`config.mk`:
```
export PLATFORM = sky130hd
export DESIGN_NAME = gpio_irq_port
export DESIGN_NICKNAME = d
export VERILOG_FILES = /design/src/rtl/gpio_irq_pkg.sv /design/src/rtl/gpio_in_sync.sv /design/src/rtl/gpio_regs.sv /design/src/rtl/gpio_irq_route.sv /design/src/rtl/gpio_irq_port.sv
export SDC_FILE = /design/constraint.sdc
export NUM_CORES = 1
export LEC_CHECK = 0
export BUFFER_PORTS_ARGS = -buffer_cell sky130_fd_sc_hd__buf_2
export CAP_MARGIN = 20
export CELL_PAD_IN_SITES_DETAIL_PLACEMENT = 0
export CELL_PAD_IN_SITES_GLOBAL_PLACEMENT = 1
export CORE_ASPECT_RATIO = 0.6
export CORE_MARGIN = 2
export CORE_UTILIZATION = 35
export CTS_BUF_LIST = sky130_fd_sc_hd__clkbuf_8
export DETAILED_ROUTE_END_ITERATION = 6
export PLACE_DENSITY = 0.58
export SYNTH_ARGS = -nofsm -noshare
export SYNTH_HDL_FRONTEND = slang
export SYNTH_SLANG_ARGS = --single-unit
```
`constraint.sdc`:
```
create_clock -name clk -period 3.2 [get_ports clk]
set_input_delay 0.48 -clock clk [delete_from_list [all_inputs] [get_ports clk]]
set_output_delay 0.48 -clock clk [all_outputs]
set_load 0.1 [all_outputs]
```
`src/rtl/gpio_irq_pkg.sv`:
```
package gpio_irq_pkg;

  localparam int unsigned REG_AW = 8;

  // word indices (byte address / 4)
  localparam logic [5:0] W_DATA = 6'd0;
  localparam logic [5:0] W_OUT  = 6'd1;
  localparam logic [5:0] W_DIR  = 6'd2;
  localparam logic [5:0] W_MASK = 6'd3;
  localparam logic [5:0] W_POL  = 6'd4;
  localparam logic [5:0] W_EDGE = 6'd5;
  localparam logic [5:0] W_BYP  = 6'd6;
  localparam int unsigned W_ROUTE0 = 8;

  localparam logic [7:0] ROUTE_NONE = 8'h80;

  // condition of one line from its sense/edge bits and input events
  function automatic logic line_cond(logic sense, logic edg, logic cur,
                                     logic rise, logic fall);
    if (edg) return sense ? rise : fall;
    return sense ? cur : ~cur;
  endfunction

  // routing byte selects interrupt wire idx
  function automatic logic route_hit(logic [7:0] fld, logic [6:0] idx);
    return !fld[7] && (fld[6:0] == idx);
  endfunction

endpackage

```
`src/rtl/gpio_in_sync.sv`:
```
module gpio_in_sync
  import gpio_irq_pkg::*;
#(
  parameter int unsigned NLINES = 32
) (
  input  logic              clk,
  input  logic              rst_n,
  input  logic [NLINES-1:0] pin_in,
  input  logic [NLINES-1:0] byp_q,
  output logic [NLINES-1:0] cur,
  output logic [NLINES-1:0] rise_ev,
  output logic [NLINES-1:0] fall_ev
);

  logic [NLINES-1:0] meta_q, sync_q, prev_q;

  always_ff @(posedge clk or negedge rst_n) begin
    if (!rst_n) begin
      meta_q <= '0;
      sync_q <= '0;
      prev_q <= '0;
    end else begin
      meta_q <= pin_in;
      sync_q <= meta_q;
      prev_q <= cur;
    end
  end

  for (genvar i = 0; i < NLINES; i++) begin : g_sel
    assign cur[i] = byp_q[i] ? pin_in[i] : sync_q[i];
  end

  assign rise_ev = cur & ~prev_q;
  assign fall_ev = ~cur & prev_q;


  rise_once_chk: assert property (@(posedge clk) disable iff (!rst_n)
    (rise_ev & $past(rise_ev)) == '0);


  fall_once_chk: assert property (@(posedge clk) disable iff (!rst_n)
    (fall_ev & $past(fall_ev)) == '0);

endmodule

```
`src/rtl/gpio_regs.sv`:
```
module gpio_regs
  import gpio_irq_pkg::*;
#(
  parameter int unsigned NLINES = 32
) (
  input  logic                clk,
  input  logic                rst_n,
  input  logic                bus_sel,
  input  logic                bus_wr,
  input  logic [REG_AW-1:0]   bus_addr,
  input  logic [31:0]         bus_wdata,
  output logic [31:0]         bus_rdata,
  input  logic [NLINES-1:0]   data_in,
  output logic [NLINES-1:0]   out_q,
  output logic [NLINES-1:0]   dir_q,
  output logic [NLINES-1:0]   mask_q,
  output logic [NLINES-1:0]   pol_q,
  output logic [NLINES-1:0]   edge_q,
  output logic [NLINES-1:0]   byp_q,
  output logic [NLINES*8-1:0] route_q
);

  logic [5:0]        widx;
  logic              wr_en, rd_en;
  logic [NLINES-1:0] wdat;
  logic [7:0]        route_r [NLINES];
  logic [31:0]       rd_word;

  assign widx  = bus_addr[7:2];
  assign wr_en = bus_sel & bus_wr;
  assign rd_en = bus_sel & ~bus_wr;
  assign wdat  = bus_wdata[NLINES-1:0];

  always_ff @(posedge clk or negedge rst_n) begin
    if (!rst_n) begin
      out_q  <= '0;
      dir_q  <= '0;
      mask_q <= '0;
      pol_q  <= '0;
      edge_q <= '0;
      byp_q  <= '0;
    end else if (wr_en) begin
      case (widx)
        W_OUT:   out_q  <= wdat;
        W_DIR:   dir_q  <= wdat;
        W_MASK:  mask_q <= wdat;
        W_POL:   pol_q  <= wdat;
        W_EDGE:  edge_q <= wdat;
        W_BYP:   byp_q  <= wdat;
        default: ;
      endcase
    end
  end

  always_ff @(posedge clk or negedge rst_n) begin
    if (!rst_n) begin
      for (int l = 0; l < NLINES; l++) route_r[l] <= ROUTE_NONE;
    end else if (wr_en) begin
      for (int l = 0; l < NLINES; l++)
        if (widx == 6'(W_ROUTE0 + l / 4))
          route_r[l] <= bus_wdata[(l % 4) * 8 +: 8];
    end
  end

  for (genvar l = 0; l < NLINES; l++) begin : g_flat
    assign route_q[l*8 +: 8] = route_r[l];
  end

  always_comb begin
    rd_word = '0;
    case (widx)
      W_DATA:  rd_word = 32'(data_in);
      W_OUT:   rd_word = 32'(out_q);
      W_DIR:   rd_word = 32'(dir_q);
      W_MASK:  rd_word = 32'(mask_q);
      W_POL:   rd_word = 32'(pol_q);
      W_EDGE:  rd_word = 32'(edge_q);
      W_BYP:   rd_word = 32'(byp_q);
      default: begin
        for (int l = 0; l < NLINES; l++)
          if (widx == 6'(W_ROUTE0 + l / 4))
            rd_word[(l % 4) * 8 +: 8] = route_r[l];
      end
    endcase
  end

  always_ff @(posedge clk or negedge rst_n) begin
    if (!rst_n)     bus_rdata <= '0;
    else if (rd_en) bus_rdata <= rd_word;
  end


  dir_write_chk: assert property (@(posedge clk) disable iff (!rst_n)
    (wr_en && widx == W_DIR) |=> (dir_q == $past(wdat)));


  out_read_chk: assert property (@(posedge clk) disable iff (!rst_n)
    (rd_en && widx == W_OUT) |=> (bus_rdata == 32'($past(out_q))));

endmodule

```
`src/rtl/gpio_irq_route.sv`:
```
module gpio_irq_route
  import gpio_irq_pkg::*;
#(
  parameter int unsigned NLINES = 32,
  parameter int unsigned NIRQ   = 4
) (
  input  logic                clk,
  input  logic                rst_n,
  input  logic [NLINES-1:0]   cur,
  input  logic [NLINES-1:0]   rise_ev,
  input  logic [NLINES-1:0]   fall_ev,
  input  logic [NLINES-1:0]   mask_q,
  input  logic [NLINES-1:0]   pol_q,
  input  logic [NLINES-1:0]   edge_q,
  input  logic [NLINES*8-1:0] route_q,
  output logic [NIRQ-1:0]     irq_out
);

  logic [NLINES-1:0] line_act;
  logic [NIRQ-1:0]   hit;

  for (genvar l = 0; l < NLINES; l++) begin : g_cond
    assign line_act[l] = mask_q[l] &
      line_cond(pol_q[l], edge_q[l], cur[l], rise_ev[l], fall_ev[l]);
  end

  always_comb begin
    hit = '0;
    for (int k = 0; k < NIRQ; k++)
      for (int l = 0; l < NLINES; l++)
        if (line_act[l] && route_hit(route_q[l*8 +: 8], 7'(k)))
          hit[k] = 1'b1;
  end

  always_ff @(posedge clk or negedge rst_n) begin
    if (!rst_n) irq_out <= '0;
    else        irq_out <= hit;
  end


  no_enable_chk: assert property (@(posedge clk) disable iff (!rst_n)
    (mask_q == '0) |=> (irq_out == '0));


  wire_src_chk: assert property (@(posedge clk) disable iff (!rst_n)
    (line_act == '0) |=> (irq_out == '0));

endmodule

```
`src/rtl/gpio_irq_port.sv`:
```
module gpio_irq_port
  import gpio_irq_pkg::*;
#(
  parameter int unsigned NLINES = 32,
  parameter int unsigned NIRQ   = 4
) (
  input  logic              clk,
  input  logic              rst_n,
  input  logic              bus_sel,
  input  logic              bus_wr,
  input  logic [7:0]        bus_addr,
  input  logic [31:0]       bus_wdata,
  output logic [31:0]       bus_rdata,
  input  logic [NLINES-1:0] pin_in,
  output logic [NLINES-1:0] pin_out,
  output logic [NLINES-1:0] pin_oe,
  output logic [NIRQ-1:0]   irq_out
);

  logic [NLINES-1:0]   cur, rise_ev, fall_ev;
  logic [NLINES-1:0]   out_q, dir_q, mask_q, pol_q, edge_q, byp_q;
  logic [NLINES*8-1:0] route_q;

  gpio_regs #(.NLINES(NLINES)) u_regs (
    .clk       (clk),
    .rst_n     (rst_n),
    .bus_sel   (bus_sel),
    .bus_wr    (bus_wr),
    .bus_addr  (bus_addr),
    .bus_wdata (bus_wdata),
    .bus_rdata (bus_rdata),
    .data_in   (cur),
    .out_q     (out_q),
    .dir_q     (dir_q),
    .mask_q    (mask_q),
    .pol_q     (pol_q),
    .edge_q    (edge_q),
    .byp_q     (byp_q),
    .route_q   (route_q)
  );

  gpio_in_sync #(.NLINES(NLINES)) u_sync (
    .clk     (clk),
    .rst_n   (rst_n),
    .pin_in  (pin_in),
    .byp_q   (byp_q),
    .cur     (cur),
    .rise_ev (rise_ev),
    .fall_ev (fall_ev)
  );

  gpio_irq_route #(.NLINES(NLINES), .NIRQ(NIRQ)) u_route (
    .clk     (clk),
    .rst_n   (rst_n),
    .cur     (cur),
    .rise_ev (rise_ev),
    .fall_ev (fall_ev),
    .mask_q  (mask_q),
    .pol_q   (pol_q),
    .edge_q  (edge_q),
    .route_q (route_q),
    .irq_out (irq_out)
  );

  assign pin_out = out_q;
  assign pin_oe  = dir_q;

endmodule

```
Word level (Yosys, flattened, before mapping)
Cells that the tools add are included.
{"block": "totals", "wordCells": 912, "ff_bits": 580, "inputBits": 76, "out_inout_bits": 100}
{"block": "op_classes", "n_reduce_logical": 335, "n_eq_ne": 110, "n_mux": 353, "bitwise": 71}
{"operator": "7-bit by 2-bit == test with 1-bit output (second input constant)", "n": 64}
{"operator": "1-bit two-way mux", "n": 320}
{"operator": "1-bit logical AND", "n": 256}
{"operator": "8-bit two-way mux", "n": 32}
{"operator": "7-bit by 1-bit == test with 1-bit output (second input constant)", "n": 32}
{"operator": "7-bit logical NOT", "n": 32}
{"operator": "32-bit one-hot mux with 7 select lines", "n": 1}
{"operator": "32-bit AND", "n": 2}
{"operator": "32-bit inverter", "n": 2}
{"operator": "6-bit by 4-bit == test with 1-bit output (second input constant)", "n": 8}
{"operator": "1-bit AND", "n": 34}
{"operator": "1-bit inverter", "n": 33}
{"operator": "1-bit logical NOT", "n": 32}
{"operator": "2-bit AND reduction", "n": 14}
{"operator": "6-bit by 3-bit == test with 1-bit output (second input constant)", "n": 3}
{"operator": "6-bit by 2-bit == test with 1-bit output (second input constant)", "n": 2}
{"operator": "6-bit by 1-bit == test with 1-bit output (second input constant)", "n": 1}
{"operator": "6-bit logical NOT", "n": 1}

Depth between registers and ports, before layout
Gate-level depths: netlist of the first run.
{"block": "logic_depth", "depth_word": 40, "mapped_depth": 9, "mapped_depth_nobuf": 6}

Cells and area by module
A second synthesis of the first run with hierarchy kept.
{"block": "unflattened", "hier_cells": 2248, "hier_area_um2": 27930.5}
{"mod": "gpio_regs", "instances": 1, "seq_area_each_um2": 12051.6, "cells_each": 1542, "area_each_um2": 21535.7}
{"mod": "gpio_irq_route", "instances": 1, "seq_area_each_um2": 100.1, "cells_each": 482, "area_each_um2": 3231.8}
{"mod": "gpio_in_sync", "instances": 1, "seq_area_each_um2": 2402.3, "cells_each": 224, "area_each_um2": 3163.0}

Worst setup path before layout of the first run
OpenSTA, ideal clock, no wires.
{"block": "synth_timing", "kind": "input to register", "from": "input port bus_addr[7]", "to": "register u_regs.route_r (netlist bit u_regs.route_q[226])", "setup_ns": 0.125, "arrival_ns": 2.170, "path_buffers": 3, "cell_stages": 8, "setup_slack_ns": 0.905, "cell_sequence": "or2_1 -> buf_4 -> nor2_1 -> nand3_1 -> buf_2 -> nor2_4 -> buf_2 -> mux2_2"}
{"block": "synth_via", "elab_chain_cells": 2}
{"element": "start: declaration", "line": "gpio_irq_port.sv:11", "text": "input logic [7:0] bus_addr,"}
{"element": "6-bit by 4-bit == test with 1-bit output", "line": "gpio_regs.sv:60", "text": "if (widx == 6'(W_ROUTE0 + l / 4))"}
{"element": "2-bit AND reduction (no source line)"}
{"element": "end signal: indexed assignment", "line": "gpio_regs.sv:61", "text": "route_r[l] <= bus_wdata[(l % 4) * 8 +: 8];"}
{"element": "end: declaration", "line": "gpio_regs.sv:26", "text": "logic [7:0] route_r [NLINES];"}
No other way between the ends.
A chain may end at the register's enable or synchronous reset.

Worst setup path in the final report of the first run
{"block": "layout_timing", "from": "register u_regs.route_r (netlist bit u_regs.route_q[30])", "to": "register u_route.irq_out[1]"}
{"block": "layout_via", "elab_chain_cells": 32}
{"element": "7-bit by 1-bit == test with 1-bit output", "line": "gpio_irq_pkg.sv:26", "text": "return !fld[7] && (fld[6:0] == idx);"}
{"element": "1-bit logical AND", "line": "gpio_irq_pkg.sv:26"}
{"element": "1-bit logical AND", "line": "gpio_irq_route.sv:31", "text": "if (line_act[l] && route_hit(route_q[l*8 +: 8], 7'(k)))"}
{"element": "1-bit two-way mux (29 in a row)", "line": "gpio_irq_route.sv:31"}
{"element": "net u_route.hit[1]", "line": "gpio_irq_route.sv:20", "text": "logic [NIRQ-1:0] hit;"}
{"element": "end signal: assignment", "line": "gpio_irq_route.sv:37", "text": "else irq_out <= hit;"}
{"element": "end: declaration", "line": "gpio_irq_route.sv:16", "text": "output logic [NIRQ-1:0] irq_out"}
The timed path passes the listed nets, and every way through them passes these cells.

==> results of run 1 <==
[placed cells by master (no fill, tap or decap), drive strengths merged, types with 21 or more instances in the layout]
master,n
nor4,35
dfstp,32
inv,68
a22oi,81
nand4b,21
o21ai,31
a2111oi,32
or4b,25
nand2,129
a221oi,22
xnor2,49
o32a,32
a21oi,34
a211oi,24
dlygate4sd3,33
mux2,452
buf,290
clkbuf,123
a2bb2oi,21
nand3,24
o22ai,54
dfrtp,548
nand4,46
nor2,62
[registers in the layout (all words and copies together), names as in the netlist]
| name | cells |
|---|---|
| u_sync.meta_q | 32 |
| u_regs.mask_q | 32 |
| u_sync.sync_q | 32 |
| u_regs.dir_q | 32 |
| u_regs.out_q | 32 |
| u_route.irq_out | 4 |
| u_regs.route_q | 256 |
| u_regs.byp_q | 32 |
| u_regs.bus_rdata | 32 |
| u_regs.edge_q | 32 |
| u_regs.pol_q | 32 |
| u_sync.prev_q | 32 |
[logic make-up after synthesis]
| kind of cell | after synthesis | share of synthesized area, % |
|---|---|---|
| AOI/OAI and AO/OA | 415 | 12.0 |
| xor gates and xnor gates | 63 | 2.04 |
| buffers and inverters | 178 | 2.71 |
| DFF | 580 | 53.8 |
| muxes | 468 | 19.5 |
| and+or+nand+nor | 463 | 9.99 |
[Yosys cell counts (4+ instances only)]
cell,count
dfrtp_1,548
mux2_2,443
nand2_1,129
a22oi_1,81
clkbuf_1,78
nor2_1,58
o22ai_1,54
xnor2_1,49
nand4_1,46
buf_2,38
a21oi_1,34
inv_1,34
dfstp_2,32
o32a_1,32
nor4_1,31
o21ai_0,31
a211oi_1,24
buf_1,24
nand3_1,24
or4b_2,23
a221oi_1,22
a2bb2oi_1,21
nand4b_1,21
a2111oi_0,20
nor4b_1,19
nand2b_1,18
nor3_1,16
mux2i_1,14
or4_1,14
xor2_1,14
o2111ai_1,13
o211ai_1,13
o221ai_1,13
a2111oi_2,11
a221o_1,11
or3_1,10
mux2_1,9
nor2b_1,8
a311oi_1,7
and4_1,7
o32ai_1,6
nand3b_1,5
nor4_2,4
[worst max-delay path, delay by kind of cell (launching register included)]
kind	cells	cell delay, ps
simple gates	4	1710
compound gates	2	610
flops	1	390
buf+inv	1	180
[layout make-up]
cell class,instances,area [µm²]
fill,7203,43800
timing repair buffer,323,2370
clock inverter,49,290
tap,1000,1250
antenna,3,7.51
multi-input combinational,1409,11900
clock buffer,123,1690
sequential,580,14600
inverter,34,128
[metal layers]
layer	up-vias	part of all wire [%]	global-route usage [%]	wire length [µm]
met3	144	8.3	7.65	9270
met5	-	0.0099	0	11
li1	8895	-	-	-
met2	878	39	36.7	43300
met4	2	2.6	7.87	2890
met1	11200	50	43.9	55900
[power by group through the flow]
stage / sequential (W) / combinational (W) / clock, W
after detailed placement: 0.00879 / 0.00308 / 0
after CTS: 0.00866 / 0.00312 / 0.00711
after global routing: 0.00876 / 0.00329 / 0.00744
after global placement: 0.00877 / 0.00305 / 0
after floorplan: 0.00947 / 0.00109 / 0
final: 0.00869 / 0.00313 / 0.00693
[stage by stage]
stage,area [µm²],setup WS (ps),cells,total power [W]
4_1_cts,32200,364,3518,0.0189
2_1_floorplan,27100,905,2167,0.0106
3_3_place_gp,29900,88.5,3313,0.0118
5_1_grt,32200,169,3519,0.0195
3_5_place_dp,29900,85.4,3313,0.0119
6_report,32200,218,3521,0.0188
[worst max-delay path by stage]
stage	start	endpoint	cells after the start
finish	u_regs.route_q[30]	u_route.irq_out[1]	7
global route	u_regs.route_q[30]	u_route.irq_out[1]	7
CTS	u_regs.route_q[30]	u_route.irq_out[1]	7
detailed placement	bus_addr[2]	u_regs.bus_rdata[7]	9
global placement	bus_addr[2]	u_regs.bus_rdata[7]	9
floorplan	bus_addr[7]	u_regs.route_q[226]	8
==> impl_metrics.tcl, run 1 <==
set metrics [dict create \
    status "completed" \
    cts_max_level 3 \
    powerDensity_nw_per_um2 583 \
    post-synth-top-area-cell "dfrtp_1" \
    clock_latency_ps 780 \
    drive_gt1_share_pct 38.6 \
    dieHeight_um 219 \
    crit_slowest_cell "or4b_2" \
    combPwrFrac_pct 16.7 \
    cts.sinks 580 \
    grtUsageTotal_pct 28.0 \
    area_delta_synth_final_pct 19.0 \
    cts_tree "yes" \
    clk_pin_slew_ps 70 \
    overflow 0 \
    cts_max_path_buffers 3 \
    ys_seq_area_share_pct 53.8 \
    post-route-util_pct 42.3 \
    ir_worst_vdd_mv 0.359 \
    sw_frac_of_total_pct 32.8 \
    initial_core_util_pct 35.6 \
    synth_flop_cell "dfrtp_1" \
    fin_hold_ws_ps 132 \
    cts_resized 0 \
    syn_nets 2243 \
    grt_pass1_vias 20600 \
    post-route-min-period_ps 2980 \
    crit_path_end_kind "register" \
    timing.setup.tns_ps 0 \
    netlist.area_leader.share_pct 50.7 \
    dp_hpwl_um 80300 \
    slew_headroom_pct 35.6 \
    whs_path_depth 3 \
    synth_area_leaders "dfrtp_1 (51%), mux2_2 (18%), dfstp_2 (3.1%)" \
    grt_pass1_wl_um 157000 \
    drt_iter0_drc 1964 \
    firstDrtPassIters 6 \
    fp.dieW_um 363 \
    wl_um 111000 \
    dieArea_um2 79600 \
    drcViolationCount 0 \
    reg2reg_from "u_regs.route_q[30]" \
    fmax_mhz 335 \
    cts_hold_buf 33 \
    setup_viol_count_final 0 \
    boundaryPins 176 \
    slew_viol_final 0 \
    holdPathEnd "u_regs.route_q[216]" \
    worstPathArrival_ps 3670 \
    drv_cap 0 \
    start_kind "register" \
    hold_violations 0 \
    timing.rr.end "u_route.irq_out[1]" \
    crit_chain "or4b_2 -> nor4_1 -> nand4b_1 -> o32ai_1 -> a2111oi_0 -> buf_4 -> nand4_1" \
    clkPwrFrac_pct 37.0 \
    via_count 21100 \
    holdCritStartpoint "bus_wdata[24]" \
    reg2reg_slack_ps 220 \
    p_seq_share_pct 46.4 \
    netlist_area_um2 27100 \
    reg2reg_depth 7 \
    critPathKind "reg -> reg" \
    p_leak_nw 14.7 \
    rows 78 \
    synth-async-reset-ratio_pct 100 \
    ys_seq_elements 580 \
    slowest_delay_ps 670 \
    coreArea_um2 76000 \
    syn_avg_cell_area_um2 12.5 \
    worstMarginPinSlew_ps 962 \
    cts-buffers-inserted 93 \
    port_buffers 173 \
    synth_warnings 0 \
    skew_ps 36.0 \
    antenna_found_initial 6 \
    antenna_left 0 \
    nets 2517 \
    rsz0062_at_grt "no" \
    wl_per_cell_um 31.6 \
    synth_edf_count 0 \
    place_congestion 0.938 \
    worstPathMaxFanout 3 \
    hold_path_class "in -> reg" \
    p_int_w 0.0126 \
    power.switching_w 0.00616 \
    finalCritPeriodShare_pct 93.2 \
    via_per_inst 6.00 \
    yosysUniqueCellTypes 76 \
    syn_inst 2167 \
    required_ps 3890 \
    postCtsSetupBuffers 0 \
    clock-root-buffer "clkbuf_8" \
    grt_max_degree 75 \
]
(Power assumes the default switching activity.)
==> run 2, diff against run 1 <==
--- a/config.mk
+++ b/config.mk
@@ -15,6 +15,8 @@
 export CTS_BUF_LIST = sky130_fd_sc_hd__clkbuf_8
 export DETAILED_ROUTE_END_ITERATION = 6
 export PLACE_DENSITY = 0.58
+export SLEW_MARGIN = 20
 export SYNTH_ARGS = -nofsm -noshare
 export SYNTH_HDL_FRONTEND = slang
+export SYNTH_HIERARCHICAL = 1
 export SYNTH_SLANG_ARGS = --single-unit
==> run 2 against run 1 <==
Final cell count rose by 3.9%; critical endpoint is now u_route/irq_out[1]; combinational power decreased by 2%; worst hold slack got worse by 23 ps; synthesized cell count rose by 3.7%; count of clock-buffer cells in the layout shrank 2; sequential power shrank 1%; synthesized area is 3.2% higher; register-to-register slack better by 300 ps; critical path depth is 2 lower; via count is 1.1% higher; fmax grew 11%; the flow now finishes with violations (design-rule violations).
==> impl_metrics.tcl, run 2 <==
set metrics [dict create \
    status "finished with violations" \
    violations "design-rule violations" \
    synth_edf_count 0 \
    syn_avg_cell_area_um2 12.4 \
    synth_flop_cell "dfrtp_1" \
    synth-async-reset-ratio_pct 100 \
    netlist.area_leader.share_pct 49.1 \
    crit_path_end_kind "register" \
    dieHeight_um 223 \
    fp.dieW_um 369 \
    overflow 0 \
    drive_gt1_share_pct 35.8 \
    slew_viol_final 0 \
    clk_pin_slew_ps 70 \
    hold_path_class "in -> reg" \
    initial_core_util_pct 35.2 \
    slew_headroom_pct 31.5 \
    largest_reg_flops 256 \
    whs_path_depth 3 \
    skew_ps 30.2 \
    rows 80 \
    syn_nets 2324 \
    placed_area_um2 30700 \
    wl_um 111000 \
    drv_cap 0 \
    coreArea_um2 79300 \
    timing.setup.tns_ps 0 \
    worstPathArrival_ps 3370 \
    cts_max_path_buffers 3 \
    synth_area_leaders "dfrtp_1 (49%), mux2_2 (16%), mux2_1 (3.4%)" \
    drcViolationCount 6 \
    rsz0062_at_grt "no" \
    worstMarginPinSlew_ps 1020 \
    grt_pass1_wl_um 158000 \
    post-route-min-period_ps 2680 \
    hold_violations 0 \
    cts_max_level 3 \
    fmax_mhz 373 \
    postCtsSetupBuffers 0 \
    port_buffers 173 \
    reg2reg_slack_ps 520 \
    ys_seq_area_share_pct 52.1 \
    p_leak_nw 15.2 \
    antenna_found_initial 12 \
    clock_latency_ps 770 \
    grt_max_degree 94 \
    reg2reg_from "u_regs/mask_q[20]" \
    required_ps 3890 \
    wl_per_cell_um 30.3 \
    critPathKind "reg -> reg" \
    holdPathEnd "u_regs/route_q[186]" \
    ys_seq_elements 580 \
    drt_iter0_drc 1915 \
    dp_hpwl_um 79400 \
    cts_resized 0 \
    via_count 21400 \
    finalCritPeriodShare_pct 83.7 \
    place_congestion 0.926 \
    ir_worst_vdd_mv 0.404 \
    cts.sinks 580 \
    startpoint "u_regs/mask_q[20]" \
    final_cell_mix "dfrtp_1 (548), mux2_2 (387), buf_2 (170)" \
    antenna_left 0 \
    final_common_cell "dfrtp_1" \
    clock-root-buffer "clkbuf_8" \
    netlist_area_um2 27900 \
    fin_area_um2 32900 \
    area_delta_synth_final_pct 17.8 \
    cts_hold_buf 33 \
    synth_most_common_cell "dfrtp_1" \
    setup_viol_count_final 0 \
    fin_cells 3660 \
    via_per_inst 5.83 \
    firstDrtPassIters 7 \
    start_kind "register" \
    nets 2592 \
    post-synth-top-area-cell "dfrtp_1" \
    cts_tree "yes" \
    timing.rr.end "u_route/irq_out[1]" \
    cts-buffers-inserted 93 \
    p_total_w 0.0184 \
    holdCritStartpoint "bus_wdata[26]" \
    synth_commonest_cells "dfrtp_1 (548), mux2_2 (387), nor2_1 (110)" \
    grt_pass1_vias 21000 \
    dieArea_um2 82200 \
    powerDensity_nw_per_um2 558 \
    synth_warnings 6 \
    place_inst 3454 \
    boundaryPins 176 \
    yosysUniqueCellTypes 65 \
    grtUsageTotal_pct 26.9 \
    reg2reg_depth 5 \
    syn_inst 2248 \
    worstPathMaxFanout 4 \
    post-route-util_pct 41.5 \
]
-- run 2: cells by family (layout without fill, tap and decap cells) --
kind of cell	Yosys count	in the layout	share of synthesized area, %
other	0	6	0
and+or+nand+nor	563	563	12.3
AOI/OAI and AO/OA	356	356	9.26
xor gates and xnor gates	1	1	0.0314
DFF	580	580	52.1
buffers and inverters	197	537	3.03
muxes	551	551	23.3
-- run 2: worst max-delay path, stage by stage (launching register included) --
cell,delay (ps)
dfrtp_1,710
or4b_1,540
nor4_2,490
nor4bb_1,570
nor4_1,160
nand4_1,140
-- run 2: worst max-delay path by stage --
stage	end	slack, ps	depth (start not counted)
after floorplan	u_regs/bus_rdata[0]	1130	5
after global placement	u_route/irq_out[3]	420	9
after detailed placement	u_route/irq_out[3]	380	9
after CTS	u_route/irq_out[3]	530	8
after global routing	u_route/irq_out[0]	480	8
final	u_route/irq_out[1]	520	5
-- run 2: layer usage --
layer | GRT usage [%] | vias up | wire length [µm]
met5 | 0 | - | 0
met4 | 6.93 | 0 | 2360
met3 | 8.28 | 139 | 10200
met2 | 36.8 | 850 | 45300
met1 | 40.7 | 11300 | 53100
li1 | - | 9063 | -
-- run 2: per-stage QoR --
| stage | hold WS (ps) | worst slack [ps] |
|---|---|---|
| floorplan | 184 | 1130 |
| global placement | 332 | 424 |
| detailed placement | 335 | 385 |
| CTS | 34.1 | 532 |
| global route | 93.0 | 477 |
| finish | 109 | 520 |
-- run 2: layout make-up --
type | instances | area, µm²
Clock inverter | 46 | 240
Sequential cell | 580 | 14600
Tap cell | 1066 | 1330
Inverter | 49 | 184
Clock buffer | 121 | 1670
Multi-Input combinational cell | 1471 | 12600
Timing Repair Buffer | 321 | 2290
Antenna cell | 6 | 15.0
Fill cell | 7540 | 46400
-- run 2: report_power, final --
| part | internal, W | leakage [nW] | switching, W |
|---|---|---|---|
| clock | 0.00353 | 1.12 | 0.00317 |
| combinational | 0.000959 | 6.55 | 0.00211 |
| sequential | 0.00795 | 7.56 | 0.000642 |
